File: src/rtl/incr_pkg.sv
package incr_pkg;

  localparam int DATA_W  = 64;
  localparam int N_SIZES = 4;

  // flag word bit positions; downstream logic decodes these
  localparam int POS_CY  = 0;
  localparam int POS_PAR = 2;
  localparam int POS_AUX = 4;
  localparam int POS_ZR  = 6;
  localparam int POS_SG  = 7;
  localparam int POS_OV  = 11;

  typedef enum logic [1:0] {
    SZ_BYTE  = 2'd0,
    SZ_HALF  = 2'd1,
    SZ_WORD  = 2'd2,
    SZ_DWORD = 2'd3
  } opsize_e;

  // recomputed flag events of one increment
  typedef struct packed {
    logic ovf;
    logic sgn;
    logic zro;
    logic aux;
    logic par;
  } inc_evt_t;

  function automatic int lane_width(input int idx);
    return 8 << idx;
  endfunction

  // ones above the operand width where the register keeps its old bits
  function automatic logic [DATA_W-1:0] keep_mask(input opsize_e s);
    logic [DATA_W-1:0] m;
    case (s)
      SZ_BYTE: m = {{(DATA_W-8){1'b1}}, 8'h00};
      SZ_HALF: m = {{(DATA_W-16){1'b1}}, 16'h0000};
      default: m = '0;
    endcase
    return m;
  endfunction

  function automatic logic even_ones8(input logic [7:0] b);
    return ~(^b);
  endfunction

  function automatic logic [31:0] arith_bits();
    logic [31:0] m;
    m = '0;
    m[POS_CY]  = 1'b1;
    m[POS_PAR] = 1'b1;
    m[POS_AUX] = 1'b1;
    m[POS_ZR]  = 1'b1;
    m[POS_SG]  = 1'b1;
    m[POS_OV]  = 1'b1;
    return m;
  endfunction

endpackage

File: src/rtl/incr_lane.sv
module incr_lane #(
  parameter int W      = 8,
  parameter int OUT_W  = 64
) (
  input  logic [W-1:0]     op,
  output logic [OUT_W-1:0] sum_ext,
  output logic             ovf,
  output logic             sgn,
  output logic             zro
);
  localparam logic [W-1:0] MAX_POS = {1'b0, {(W-1){1'b1}}};
  localparam logic [W-1:0] ONE     = W'(1);

  logic [W-1:0] sum;

  assign sum     = op + ONE;
  assign sum_ext = OUT_W'(sum);
  assign ovf     = (op == MAX_POS);
  assign sgn     = sum[W-1];
  assign zro     = (sum == '0);
endmodule

File: src/rtl/incr_select.sv
module incr_select
  import incr_pkg::*;
#(
  parameter int NS = N_SIZES,
  parameter int DW = DATA_W
) (
  input  logic [DW-1:0]         op,
  input  opsize_e               size,
  input  logic [NS-1:0][DW-1:0] lane_sum,
  input  logic [NS-1:0]         lane_ovf,
  input  logic [NS-1:0]         lane_sgn,
  input  logic [NS-1:0]         lane_zro,
  output logic [DW-1:0]         result,
  output inc_evt_t              evt
);
  logic [DW-1:0] kept;

  assign kept   = op & keep_mask(size);
  assign result = kept | lane_sum[size];

  always_comb begin
    evt.ovf = lane_ovf[size];
    evt.sgn = lane_sgn[size];
    evt.zro = lane_zro[size];
    evt.aux = &op[3:0];
    evt.par = even_ones8(result[7:0]);
  end
endmodule

File: src/rtl/incr_flag_merge.sv
module incr_flag_merge
  import incr_pkg::*;
#(
  parameter int FLAG_W = 32
) (
  input  logic [FLAG_W-1:0] flags_in,
  input  inc_evt_t          evt,
  output logic [FLAG_W-1:0] flags_out
);
  always_comb begin
    flags_out          = flags_in;
    flags_out[POS_PAR] = evt.par;
    flags_out[POS_AUX] = evt.aux;
    flags_out[POS_ZR]  = evt.zro;
    flags_out[POS_SG]  = evt.sgn;
    flags_out[POS_OV]  = evt.ovf;
  end
endmodule

File: src/rtl/incr_out_reg.sv
module incr_out_reg #(
  parameter int DW     = 64,
  parameter int FLAG_W = 32
) (
  input  logic              clk,
  input  logic              rst_n,
  input  logic              load,
  input  logic [DW-1:0]     d_result,
  input  logic [FLAG_W-1:0] d_flags,
  output logic              q_valid,
  output logic [DW-1:0]     q_result,
  output logic [FLAG_W-1:0] q_flags
);
  always_ff @(posedge clk or negedge rst_n) begin
    if (!rst_n) begin
      q_valid  <= 1'b0;
      q_result <= '0;
      q_flags  <= '0;
    end else begin
      q_valid <= load;
      if (load) begin
        q_result <= d_result;
        q_flags  <= d_flags;
      end
    end
  end
endmodule

File: src/rtl/incr_alu.sv
module incr_alu
  import incr_pkg::*;
#(
  parameter int FLAG_W = 32
) (
  input  logic              clk,
  input  logic              rst_n,
  input  logic              in_valid,
  input  logic [63:0]       in_operand,
  input  logic [1:0]        in_size,
  input  logic [FLAG_W-1:0] in_flags,
  output logic              out_valid,
  output logic [63:0]       out_result,
  output logic [FLAG_W-1:0] out_flags
);
  localparam int NS = N_SIZES;
  localparam int DW = DATA_W;

  logic [NS-1:0][DW-1:0] lane_sum;
  logic [NS-1:0]         lane_ovf;
  logic [NS-1:0]         lane_sgn;
  logic [NS-1:0]         lane_zro;

  // named internal events
  logic [DW-1:0]     nxt_result;
  inc_evt_t          nxt_evt;
  logic [FLAG_W-1:0] nxt_flags;
  opsize_e           size_e;

  assign size_e = opsize_e'(in_size);

  for (genvar g = 0; g < NS; g++) begin : g_lane
    localparam int LW = lane_width(g);
    incr_lane #(.W(LW), .OUT_W(DW)) u_lane (
      .op      (in_operand[LW-1:0]),
      .sum_ext (lane_sum[g]),
      .ovf     (lane_ovf[g]),
      .sgn     (lane_sgn[g]),
      .zro     (lane_zro[g])
    );
  end

  incr_select #(.NS(NS), .DW(DW)) u_sel (
    .op       (in_operand),
    .size     (size_e),
    .lane_sum (lane_sum),
    .lane_ovf (lane_ovf),
    .lane_sgn (lane_sgn),
    .lane_zro (lane_zro),
    .result   (nxt_result),
    .evt      (nxt_evt)
  );

  incr_flag_merge #(.FLAG_W(FLAG_W)) u_merge (
    .flags_in  (in_flags),
    .evt       (nxt_evt),
    .flags_out (nxt_flags)
  );

  incr_out_reg #(.DW(DW), .FLAG_W(FLAG_W)) u_reg (
    .clk      (clk),
    .rst_n    (rst_n),
    .load     (in_valid),
    .d_result (nxt_result),
    .d_flags  (nxt_flags),
    .q_valid  (out_valid),
    .q_result (out_result),
    .q_flags  (out_flags)
  );
endmodule

File: config.mk
export PLATFORM = sky130hd
export DESIGN_NAME = incr_alu
export DESIGN_NICKNAME = d
export VERILOG_FILES = /design/src/rtl/incr_pkg.sv /design/src/rtl/incr_lane.sv /design/src/rtl/incr_select.sv /design/src/rtl/incr_flag_merge.sv /design/src/rtl/incr_out_reg.sv /design/src/rtl/incr_alu.sv
export SDC_FILE = /design/constraint.sdc
export NUM_CORES = 1
export LEC_CHECK = 0
export BUFFER_PORTS_ARGS = -buffer_cell sky130_fd_sc_hd__buf_2
export CELL_PAD_IN_SITES_DETAIL_PLACEMENT = 1
export CELL_PAD_IN_SITES_GLOBAL_PLACEMENT = 2
export CORE_MARGIN = 2
export CORE_UTILIZATION = 30
export CTS_CLUSTER_SIZE = 12
export DETAILED_ROUTE_END_ITERATION = 16
export PLACE_DENSITY_LB_ADDON = 0.1
export SLEW_MARGIN = 10
export SYNTH_ARGS = -nofsm -noshare
export SYNTH_HDL_FRONTEND = slang
export SYNTH_SLANG_ARGS = --single-unit
File: constraint.sdc
create_clock -name clk -period 1 [get_ports clk]
set_input_delay 0.05 -clock clk [delete_from_list [all_inputs] [get_ports clk]]
set_output_delay 0.05 -clock clk [all_outputs]
set_load 0.02 [all_outputs]
### Word level (Yosys, flattened, before mapping)

Index checks and enable logic that the tools add are counted.

| storage, ports and cells | value |
|---|---|
| bits in registers | 97 |
| word-level logic and storage cells | 32 |
| input port bits | 101 |

| cells by class | value |
|---|---|
| bitwise gates (word level) | 3 |
| add/subtract/negate cells | 4 |
| reductions and logical operators | 7 |
| magnitude comparators | 1 |
| eq/ne operators | 5 |
| mux-type cells | 9 |

Operators with widths:

| cell | count |
|---|---|
| $bmux 64 s2 | 1 |
| $pmux 64 s2 | 1 |
| $add 64x1->64 const B | 1 |
| $and 64x64->64 | 1 |
| $eq 64x63->1 const B | 1 |
| $logic_not 64->1 | 1 |
| $mux 64 | 1 |
| $or 64x64->64 | 1 |
| $add 32x1->32 const B | 1 |
| $eq 32x31->1 const B | 1 |
| $logic_not 32->1 | 1 |
| $add 16x1->16 const B | 1 |
| $eq 16x15->1 const B | 1 |
| $logic_not 16->1 | 1 |
| $add 8x1->8 const B | 1 |
| $eq 8x7->1 const B | 1 |
| $logic_not 8->1 | 1 |
| $reduce_xor 8->1 | 1 |
| $bmux 1 s2 | 3 |
| $reduce_and 4->1 | 1 |
| $lt 2x3->1 const B | 1 |
| $mux 1 | 3 |
| $eq 2x1->1 const B | 1 |
| $logic_not 2->1 | 1 |
| $not 1->1 | 1 |

### Logic depth before layout (Yosys ltp)

Gate-level depths: netlist of the first run.

| logic depth | value |
|---|---|
| depth in word-level cells | 6 |
| mapped depth | 11 |

### Hierarchy

A second synthesis of the first run with hierarchy kept.

| unflattened totals | value |
|---|---|
| cells, all modules | 1191 |
| area total of the unflattened synthesis | 10916.7 µm² |

By module, submodules not included:

| module | cells each | area each (µm²) | instances |
|---|---|---|---|
| incr_out_reg | 204 | 3789.9 | 1 |
| incr_select | 258 | 2150.8 | 1 |
| incr_lane at g_lane[3].u_lane | 305 | 2013.2 | 1 |
| incr_lane at g_lane[2].u_lane | 184 | 1204.9 | 1 |
| incr_lane at g_lane[1].u_lane | 128 | 925.9 | 1 |
| incr_lane at g_lane[0].u_lane | 80 | 591.8 | 1 |
| incr_flag_merge | 32 | 240.2 | 1 |

### Least setup slack after synthesis of the first run

Ideal clock, no wire load.

| path | value |
|---|---|
| path type | input to register |
| from | input port in_operand[12] |
| to | register u_reg.q_flags[6] |
| arrival | 2.763 ns |
| buffers on the path | 1 |
| setup slack | -1.858 ns |
| required time | 0.904 ns |
| library setup time | 0.096 ns |
| stages on the path | 10 |
| cells stage by stage | clkbuf_1 -> nand3_2 -> nor4_1 -> nand2_1 -> or4_1 -> xnor2_1 -> or4_1 -> nor4_1 -> a21oi_1 -> a311oi_2 |

| between the ends | value |
|---|---|
| word-level cells in the longest chain between the ends | 4 |
| elaborated cells between the ends (all ways) | 8 |

RTL lines:

| what | line | text |
|---|---|---|
| from (decl) | incr_alu.sv:9 | `input logic [63:0] in_operand,` |
| $add 64x1->64 (tied with other cells) | incr_lane.sv:16 | `assign sum = op + ONE;` |
| $logic_not 64->1 (tied with other cells) | incr_lane.sv:20 | `assign zro = (sum == '0);` |
| $bmux 1 s2 (*) | incr_select.sv:24 | `evt.zro = lane_zro[size];` |
| $mux 1 (implied by the code) (*) | incr_select.sv:24 |  |
| to (signal assigned) | incr_out_reg.sv:23 | `q_flags <= d_flags;` |
| to (decl) | incr_out_reg.sv:12 | `output logic [FLAG_W-1:0] q_flags` |

Every way passes the cells marked *; elsewhere a longest branch is shown, timed or not. The select of a mux whose other input is x is not followed.
A chain may end at the register's enable or synchronous reset.

### Final worst setup path of the first run

| path | value |
|---|---|
| from | input port in_operand[6] |
| to | register u_reg.q_flags[6] |

| between the ends | value |
|---|---|
| word-level cells in the longest chain between the ends | 4 |
| elaborated cells between the ends (all ways) | 10 |

RTL lines:

| what | line |
|---|---|
| $add 64x1->64 (tied with other cells) | incr_lane.sv:16 |
| $logic_not 64->1 (tied with other cells) | incr_lane.sv:20 |
| $bmux 1 s2 (*) | incr_select.sv:24 |
| $mux 1 (implied by the code) (*) | incr_select.sv:24 |

Marked as above.

==> results of run 1 <==
-- per-stage QoR --
step / hold WS, ns / TNS [ns]
6_report: -0.0174 / -32.11
5_1_grt: 0.0148 / -36.04
4_1_cts: 0.0348 / -29.73
3_5_place_dp: -0.0194 / -61.09
3_3_place_gp: -0.0241 / -59.34
2_1_floorplan: -0.246 / -34.01
-- cell usage in the layout, fill, tap and decap left out, types with 12 or more instances in the layout --
master	count
a21oi_1	42
a221oi_2	12
buf_12	16
buf_2	124
buf_4	284
buf_6	107
buf_8	15
dfrtp_1	97
dlygate4sd3_1	30
mux2_2	36
nand2_1	37
nand3_1	27
nand3_4	12
nand4_1	38
nor2_1	97
nor2_4	20
nor4_4	16
xnor2_1	26
xnor2_2	14
xor2_1	24
-- worst min-delay path, delay by kind of cell --
family | cells | cell delay, ns
AO/OA/AOI/OAI | 1 | 0.11
XOR/XNOR | 1 | 0.06
buffers and inverters | 1 | 0.09
-- cells by family after synthesis --
logic type,Yosys count,share of synthesized area (%)
buffers and inverters,80,4.96
AOI/OAI and AO/OA,130,13.1
muxes,42,7.41
xor gates and xnor gates,69,9.18
DFF,97,36.9
adders and majority gates,1,0.190
and+or+nand+nor,367,28.3
-- final cells by class --
type	instances	area (µm²)	area share, %
clock buffer	9	225	1.71
tap	280	350	2.66
timing repair buffer	577	4810	36.5
clock inverter	7	93.8	0.713
multi-input combinational	609	5220	39.6
sequential	97	2430	18.4
inverter	11	41.3	0.314
-- power by group through the flow --
stage / registers [W] / logic (W) / clock network, W
detailed placement: 0.00461 / 0.00350 / 0
global route: 0.00461 / 0.00474 / 0.00412
floorplan: 0.00509 / 0.00135 / 0
global placement: 0.00457 / 0.00341 / 0
CTS: 0.00453 / 0.00385 / 0.00396
finish: 0.00456 / 0.00449 / 0.00388
-- worst paths after layout --
path	startpoint	end	slack (ns)	depth (start not counted)
worst min register to register	u_reg.q_result[57]$_DFFE_PN0P_	u_reg.q_result[57]$_DFFE_PN0P_	0.49	2
min in group asynchronous	rst_n	u_reg.q_flags[17]$_DFFE_PN0P_	0.13	2
worst max-delay path	in_operand[6]	u_reg.q_flags[6]$_DFFE_PN0P_	-1.39	11
max in group asynchronous	rst_n	u_reg.q_result[25]$_DFFE_PN0P_	0.35	3
worst min-delay path	in_operand[14]	u_reg.q_result[14]$_DFFE_PN0P_	-0.02	3
worst max register to register	u_reg.q_flags[23]$_DFFE_PN0P_	u_reg.q_flags[23]$_DFFE_PN0P_	0.06	2
-- sequential cells by signal (all words and copies together), names as in the netlist --
| register | flops |
|---|---|
| u_reg.q_valid | 1 |
| u_reg.q_result | 64 |
| u_reg.q_flags | 32 |
-- per-layer routing --
layer	vias up	track usage, %	wire length (µm)
met5	-	0	0
met4	0	9.26	1010
met3	59	4.27	1160
met2	224	50.3	18700
met1	4294	33.0	14200
li1	3878	-	-
-- what timing repair did --
| item | CTS | global route |
|---|---|---|
| hold buffers | 30 | 0 |
| setup endpoints to repair | 63 | 109 |
| pin swaps | 57 | 103 |
| endpoints found under the hold margin | 126 | 0 |
| resized for setup | 159 | 256 |
| setup buffers | 27 | 78 |
==> metrics.md, run 1 <==
| Metric | Value |
|---|---|
| Status | finished, violations left |
| Violated checks | negative hold slack, negative setup slack |
| Fill cells | 2464 |
| Power Density | 983 nW/µm² |
| Sw power | 0.00469 W |
| Via count | 8455 |
| Synthesized area per cell | 8.38 µm² |
| Area grow syn2layout | 99.9% |
| Largest area contributor in the netlist | dfrtp_1 |
| Number of antenna violations at the first check in global routing | 0 |
| Share of cells above drive strength 1 | 61.0% |
| Async SR Flop Fraction | 100% |
| DR vias/cell | 5.32 |
| Share of the synthesized area in the top cell type | 36.9% |
| Cell with the most instances after synthesis | nor2_1 |
| Power share of the clock group | 30.0% |
| GR Overflow Total | 0 |
| Num ports | 198 |
| Core ar. | 21700 µm² |
| Tightest Hold Check Type | in2reg |
| Routability cong. | 0.905 |
| First-pass GRT wire length | 50300 µm |
| WP buf/inv | 3 |
| Flop pwr share | 35.3% |
| Sw Share | 36.2% |
| Max incr delay on CP | 0.57 ns |
| Yosys warning count | 0 |
| Gate power share | 34.7% |
| Largest delay contributor family on the critical path | simple AND/OR/NAND/NOR gates |
| Sequential share of the synthesized area | 36.9% |
| DRC | 0 |
| Layout net count | 1407 |
| PortBufs | 192 |
| First-pass DRT Iterations | 5 |
| Setup ws final | -1.39 ns |
| Crit end category | register |
| Pre-CTS WS | -1.81 ns |
| Clock tree buffer depth | 2 |
| # diodes | 0 |
| Chip width | 152 µm |
| Static leakage | 5.81 nW |
| Area of the die | 23200 µm² |
| Final Hold Viols | 1 |
| Clk_skew | 0 ns |
| Vias in the first global route | 8933 |
| Area after DPL | 10100 µm² |
| Initial Utilization | 30.4% |
| Syn Std Cell Area | 6590 µm² |
| P_int | 0.00825 W |
| Main synth FF type | dfrtp_1 |
| H-Tree Depth | 3 |
| Top cells by area, synth | dfrtp_1, nor2_1, mux2_2 |
| Per-cell routed wire length | 22.1 µm |
| CTS tree | yes |
| Critical path, cell by cell | buf_8 > buf_12 > nand4_1 > or3_4 > mux2_4 > o32ai_2 > nand3_1 > or4_4 > buf_4 > a211o_2 > a311oi_2 |
| # Max-Cap Violations | 0 |
| Synth Net Count | 888 |
| Clock sinks | 97 |
| WP data required | 1.29 ns |
| Pins Over Slew Limit | 0 |
| Final instance area | 13200 µm² |
| Antenna-violating nets left | 0 |
| Worst-path fanout max | 3 |
| Number of synthesized register bits | 97 |
| Total track usage | 27.6% |
| CP Launch Type | primary input |
| Die Y-Extent | 152 µm |
| Mapped Cells | 786 |
| Worst VDD drop | 1020 µV |
| Critical-path top delay cell | or4_4 |
| Final design utilization | 60.7% |
| Root buffer cell | clkbuf_16 |
| Yosys cell types | 64 |
| Detail Placement HPWL | 24600 µm |
| Crit path time final | 2.39 ns |
| Relative slew margins | 52.5% |
| Site Rows | 54 |
| Post-Layout Cell Count | 1590 |
| Clk Latency, worst-skew pair | 0.37 ns |
| RSZ-0062 raised after global routing | yes |
| Post-synth top cells | nor2_1, dfrtp_1, nand2_1 |
| Tot Pwr | 0.0129 W |
| EDFF count, synth | 0 |
| Crit path DAT | 2.67 ns |
| Max Clk Rate | 419 MHz |
| Final setup violation count | 63 |
| Total CTS buffers | 9 |
| Final wirelength | 35100 µm |
| Largest net degree at the start of global routing | 77 |
| Initial drt markers | 363 |
| Worst hold slack | -0.0174 ns |
| Worst slew pin tran | 0.712 ns |
| Clk slew on worst S/H paths | 0.09 ns |
| Tcrit/Tclk final | 239% |
| Setup CP Type | in2reg |
| Dpl cells | 1453 |
Power figures use the tool's default switching activity.
==> run 2, diff against run 1 <==
--- a/config.mk
+++ b/config.mk
@@ -8,7 +8,7 @@
 export BUFFER_PORTS_ARGS = -buffer_cell sky130_fd_sc_hd__buf_2
 export CELL_PAD_IN_SITES_DETAIL_PLACEMENT = 1
 export CELL_PAD_IN_SITES_GLOBAL_PLACEMENT = 2
-export CORE_MARGIN = 2
+export CORE_MARGIN = 5
 export CORE_UTILIZATION = 30
 export CTS_CLUSTER_SIZE = 12
 export DETAILED_ROUTE_END_ITERATION = 16
==> run 2 against run 1 <==
Against the previous run: the run still ends with negative hold slack, negative setup slack left; via count increased by 0.66%; sequential share of layout area decreased by 0.65 points; power increased by 1.9%; combinational power increased by 4.7%; first-iteration DRC count increased by 3.0%; design area increased by 3.7%; clock-buffer cell count unchanged; clock skew unchanged; critical path depth unchanged; sequential power about the same; critical path type unchanged; critical endpoint unchanged; highest routed layer unchanged.
==> metrics.md, run 2 (synthesis gave the netlist of run 1 again) <==
| Metric | Value |
|---|---|
| Area grow syn2layout | 107% |
| Top Registers | u_reg.q_result x64, u_reg.q_flags x32, u_reg.q_valid x1 |
| Largest net degree at the start of global routing | 51 (-34%) |
| Critical-path top delay cell | or4_4 |
| # diodes | 0 (unchanged) |
| Final Hold Viols | 1 (unchanged) |
| Total track usage | 26.5% (-1.0 points) |
| Crit path DAT | 2.55 ns (-0.12 ns) |
| Clock sinks | 97 (unchanged) |
| Die Y-Extent | 158 µm (+3.9%) |
| Largest register FFs | 64 (unchanged) |
| WP data required | 1.28 ns (about the same) |
| Violated checks | negative hold slack, negative setup slack |
| Via count | 8511 (+0.66%) |
| Max incr delay on CP | 0.55 ns (-0.02 ns) |
| First-pass GRT wire length | 51500 µm (+2.4%) |
| Layout net count | 1428 (+1.5%) |
| # Max-Cap Violations | 0 (unchanged) |
| R2R Setup Slk | 0.08 ns (+0.02 ns) |
| Pins Over Slew Limit | 0 (unchanged) |
| Reg with most FFs | u_reg.q_result |
| Crit path time final | 2.27 ns (-0.116 ns) |
| Num ports | 198 (unchanged) |
| RSZ-0062 raised after global routing | yes |
| Critical path, cell by cell | buf_8 > nand4_1 > buf_6 > nor4_4 > nand2_4 > or4_4 > xnor2_1 > or4_1 > nor4_4 > a21oi_2 > a311oi_2 |
| Clk Latency, worst-skew pair | 0.38 ns (about the same) |
| Root buffer cell | clkbuf_16 |
| Static leakage | 6.05 nW (+4.2%) |
| Per-cell routed wire length | 22.2 µm (+0.78%) |
| Setup CP Type | in2reg |
| Largest delay contributor family on the critical path | simple AND/OR/NAND/NOR gates |
| Antenna-violating nets left | 0 (unchanged) |
| Tightest Hold Check Type | in2reg |
| Most frequent CP cell | nor4_4 |
| Max Clk Rate | 441 MHz (+5.1%) |
| Worst-path fanout max | 4 (+1) |
| Setup ws final | -1.27 ns (+0.116 ns) |
| Initial Utilization | 30.4% (unchanged) |
| PortBufs | 192 (unchanged) |
| Commonest non-fill, non-tap cell in the layout | buf_4 |
| First-pass DRT Iterations | 5 (unchanged) |
| Total CTS buffers | 9 (unchanged) |
| Worst VDD drop | 708 µV (-31%) |
| Detail Placement HPWL | 25100 µm (+2.0%) |
| Worst hold slack | -0.00735 ns (+0.0101 ns) |
| Final wirelength | 35800 µm (+2.1%) |
| CP Launch Type | primary input |
| Post-Layout Cell Count | 1611 (+1.3%) |
| Share of cells above drive strength 1 | 63.0% (+2.0 points) |
| Core ar. | 21700 µm² (unchanged) |
| GR Overflow Total | 0 (unchanged) |
| TNS Setup | -28.33 ns (+3.78 ns) |
| Hold path depth | 3 (unchanged) |
| Clk_skew | 0 ns (unchanged) |
| Site Rows | 54 (unchanged) |
| Relative slew margins | 53.3% (+0.79 points) |
| CTS tree | yes |
| Crit end category | register |
| WP buf/inv | 2 (-1) |
| Tcrit/Tclk final | 227% (-12 points) |
| Hold_sp | in_operand[14] |
| Fill cells | 2410 (-2.2%) |
| Clock tree buffer depth | 2 (unchanged) |
| Vias in the first global route | 9142 (+2.3%) |
| Final setup violation count | 58 (-7.9%) |
| Worst slew pin tran | 0.701 ns (-0.0119 ns) |
| Number of antenna violations at the first check in global routing | 0 (unchanged) |
| DRC | 0 (unchanged) |
| Clk slew on worst S/H paths | 0.08 ns (about the same) |
| Area of the die | 25000 µm² (+8.0%) |
| Dpl cells | 1455 (+0.14%) |
| Initial drt markers | 374 (+3.0%) |
| RR Endpoint | u_reg.q_flags[23]$_DFFE_PN0P_ |
| Routability cong. | 0.900 (-0.54%) |
| Status | finished, violations left |
| Final design utilization | 62.9% (+2.2 points) |
| Most frequent cells in the layout | buf_4, buf_6, buf_2 |
| Power Density | 966 nW/µm² (-1.7%) |
| H-Tree Depth | 3 (unchanged) |
| R2R cell count | 2 (unchanged) |
| Chip width | 158 µm (+3.9%) |
| Hold Path End | u_reg.q_result[14]$_DFFE_PN0P_ |
| R2R Path Start | u_reg.q_flags[23]$_DFFE_PN0P_ |
| DR vias/cell | 5.28 (-0.65%) |
==> run 2: what timing repair did <==
item,CTS,global route
resized for setup,271,234
hold buffers,30,0
setup endpoints to repair,63,126
endpoints found under the hold margin,126,0
cloned,0,0
pin swaps,105,138
setup buffers,74,81
==> run 2: worst register-to-register path, cell delays in order (launching register included) <==
cell,delay [ns]
dfrtp_1,0.41
buf_4,0.14
mux2_2,0.26
==> run 2: through the flow <==
step	area, µm²	hold WS, ns	setup WS, ns	power (W)
2_1_floorplan	7320	-0.246	-1.37	0.00645
3_3_place_gp	10100	0.0640	-1.72	0.00800
3_5_place_dp	10100	0.0691	-1.97	0.00811
4_1_cts	12300	0.00170	-1.20	0.0125
5_1_grt	13600	0.0233	-1.33	0.0137
6_report	13600	-0.00735	-1.27	0.0132
==> run 2: report_power, final <==
part	total, W	internal, W	switching, W
clock	0.00390	0.00183	0.00207
combinational	0.00470	0.00229	0.00242
sequential	0.00458	0.00432	0.000263
==> run 2: worst max path at each step <==
stage                              start                            to  slack (ns)  cells past startpoint
after floorplan           in_operand[19]  u_reg.q_flags[6]$_DFFE_PN0P_       -1.37                     10
after global placement     in_operand[5]  u_reg.q_flags[6]$_DFFE_PN0P_       -1.72                     12
after detailed placement   in_operand[5]  u_reg.q_flags[6]$_DFFE_PN0P_       -1.97                     12
after CTS                  in_operand[9]  u_reg.q_flags[7]$_DFFE_PN0P_       -1.20                     10
after global routing      in_operand[22]  u_reg.q_flags[6]$_DFFE_PN0P_       -1.33                     12
final                     in_operand[20]  u_reg.q_flags[6]$_DFFE_PN0P_       -1.27                     11
==> run 2: routing by layer <==
layer | global-route usage, % | vias up | wire, µm | part of all wire, %
met2 | 48.4 | 228 | 19400 | 54
met1 | 31.6 | 4298 | 14000 | 39
met3 | 4.24 | 74 | 1350 | 3.8
li1 | - | 3911 | - | -
met5 | 0 | - | 0 | 0
met4 | 8.98 | 0 | 1120 | 3.1
==> run 2: final cells by class <==
type | count | area [µm²] | share of cell area (%)
clock buffers | 9 | 225 | 1.65
inverters | 11 | 45.0 | 0.330
clock inverters | 7 | 93.8 | 0.688
multi-input cells | 609 | 5360 | 39.2
well taps | 280 | 350 | 2.57
flip-flops and latches | 97 | 2430 | 17.8
repair buffers | 598 | 5150 | 37.7
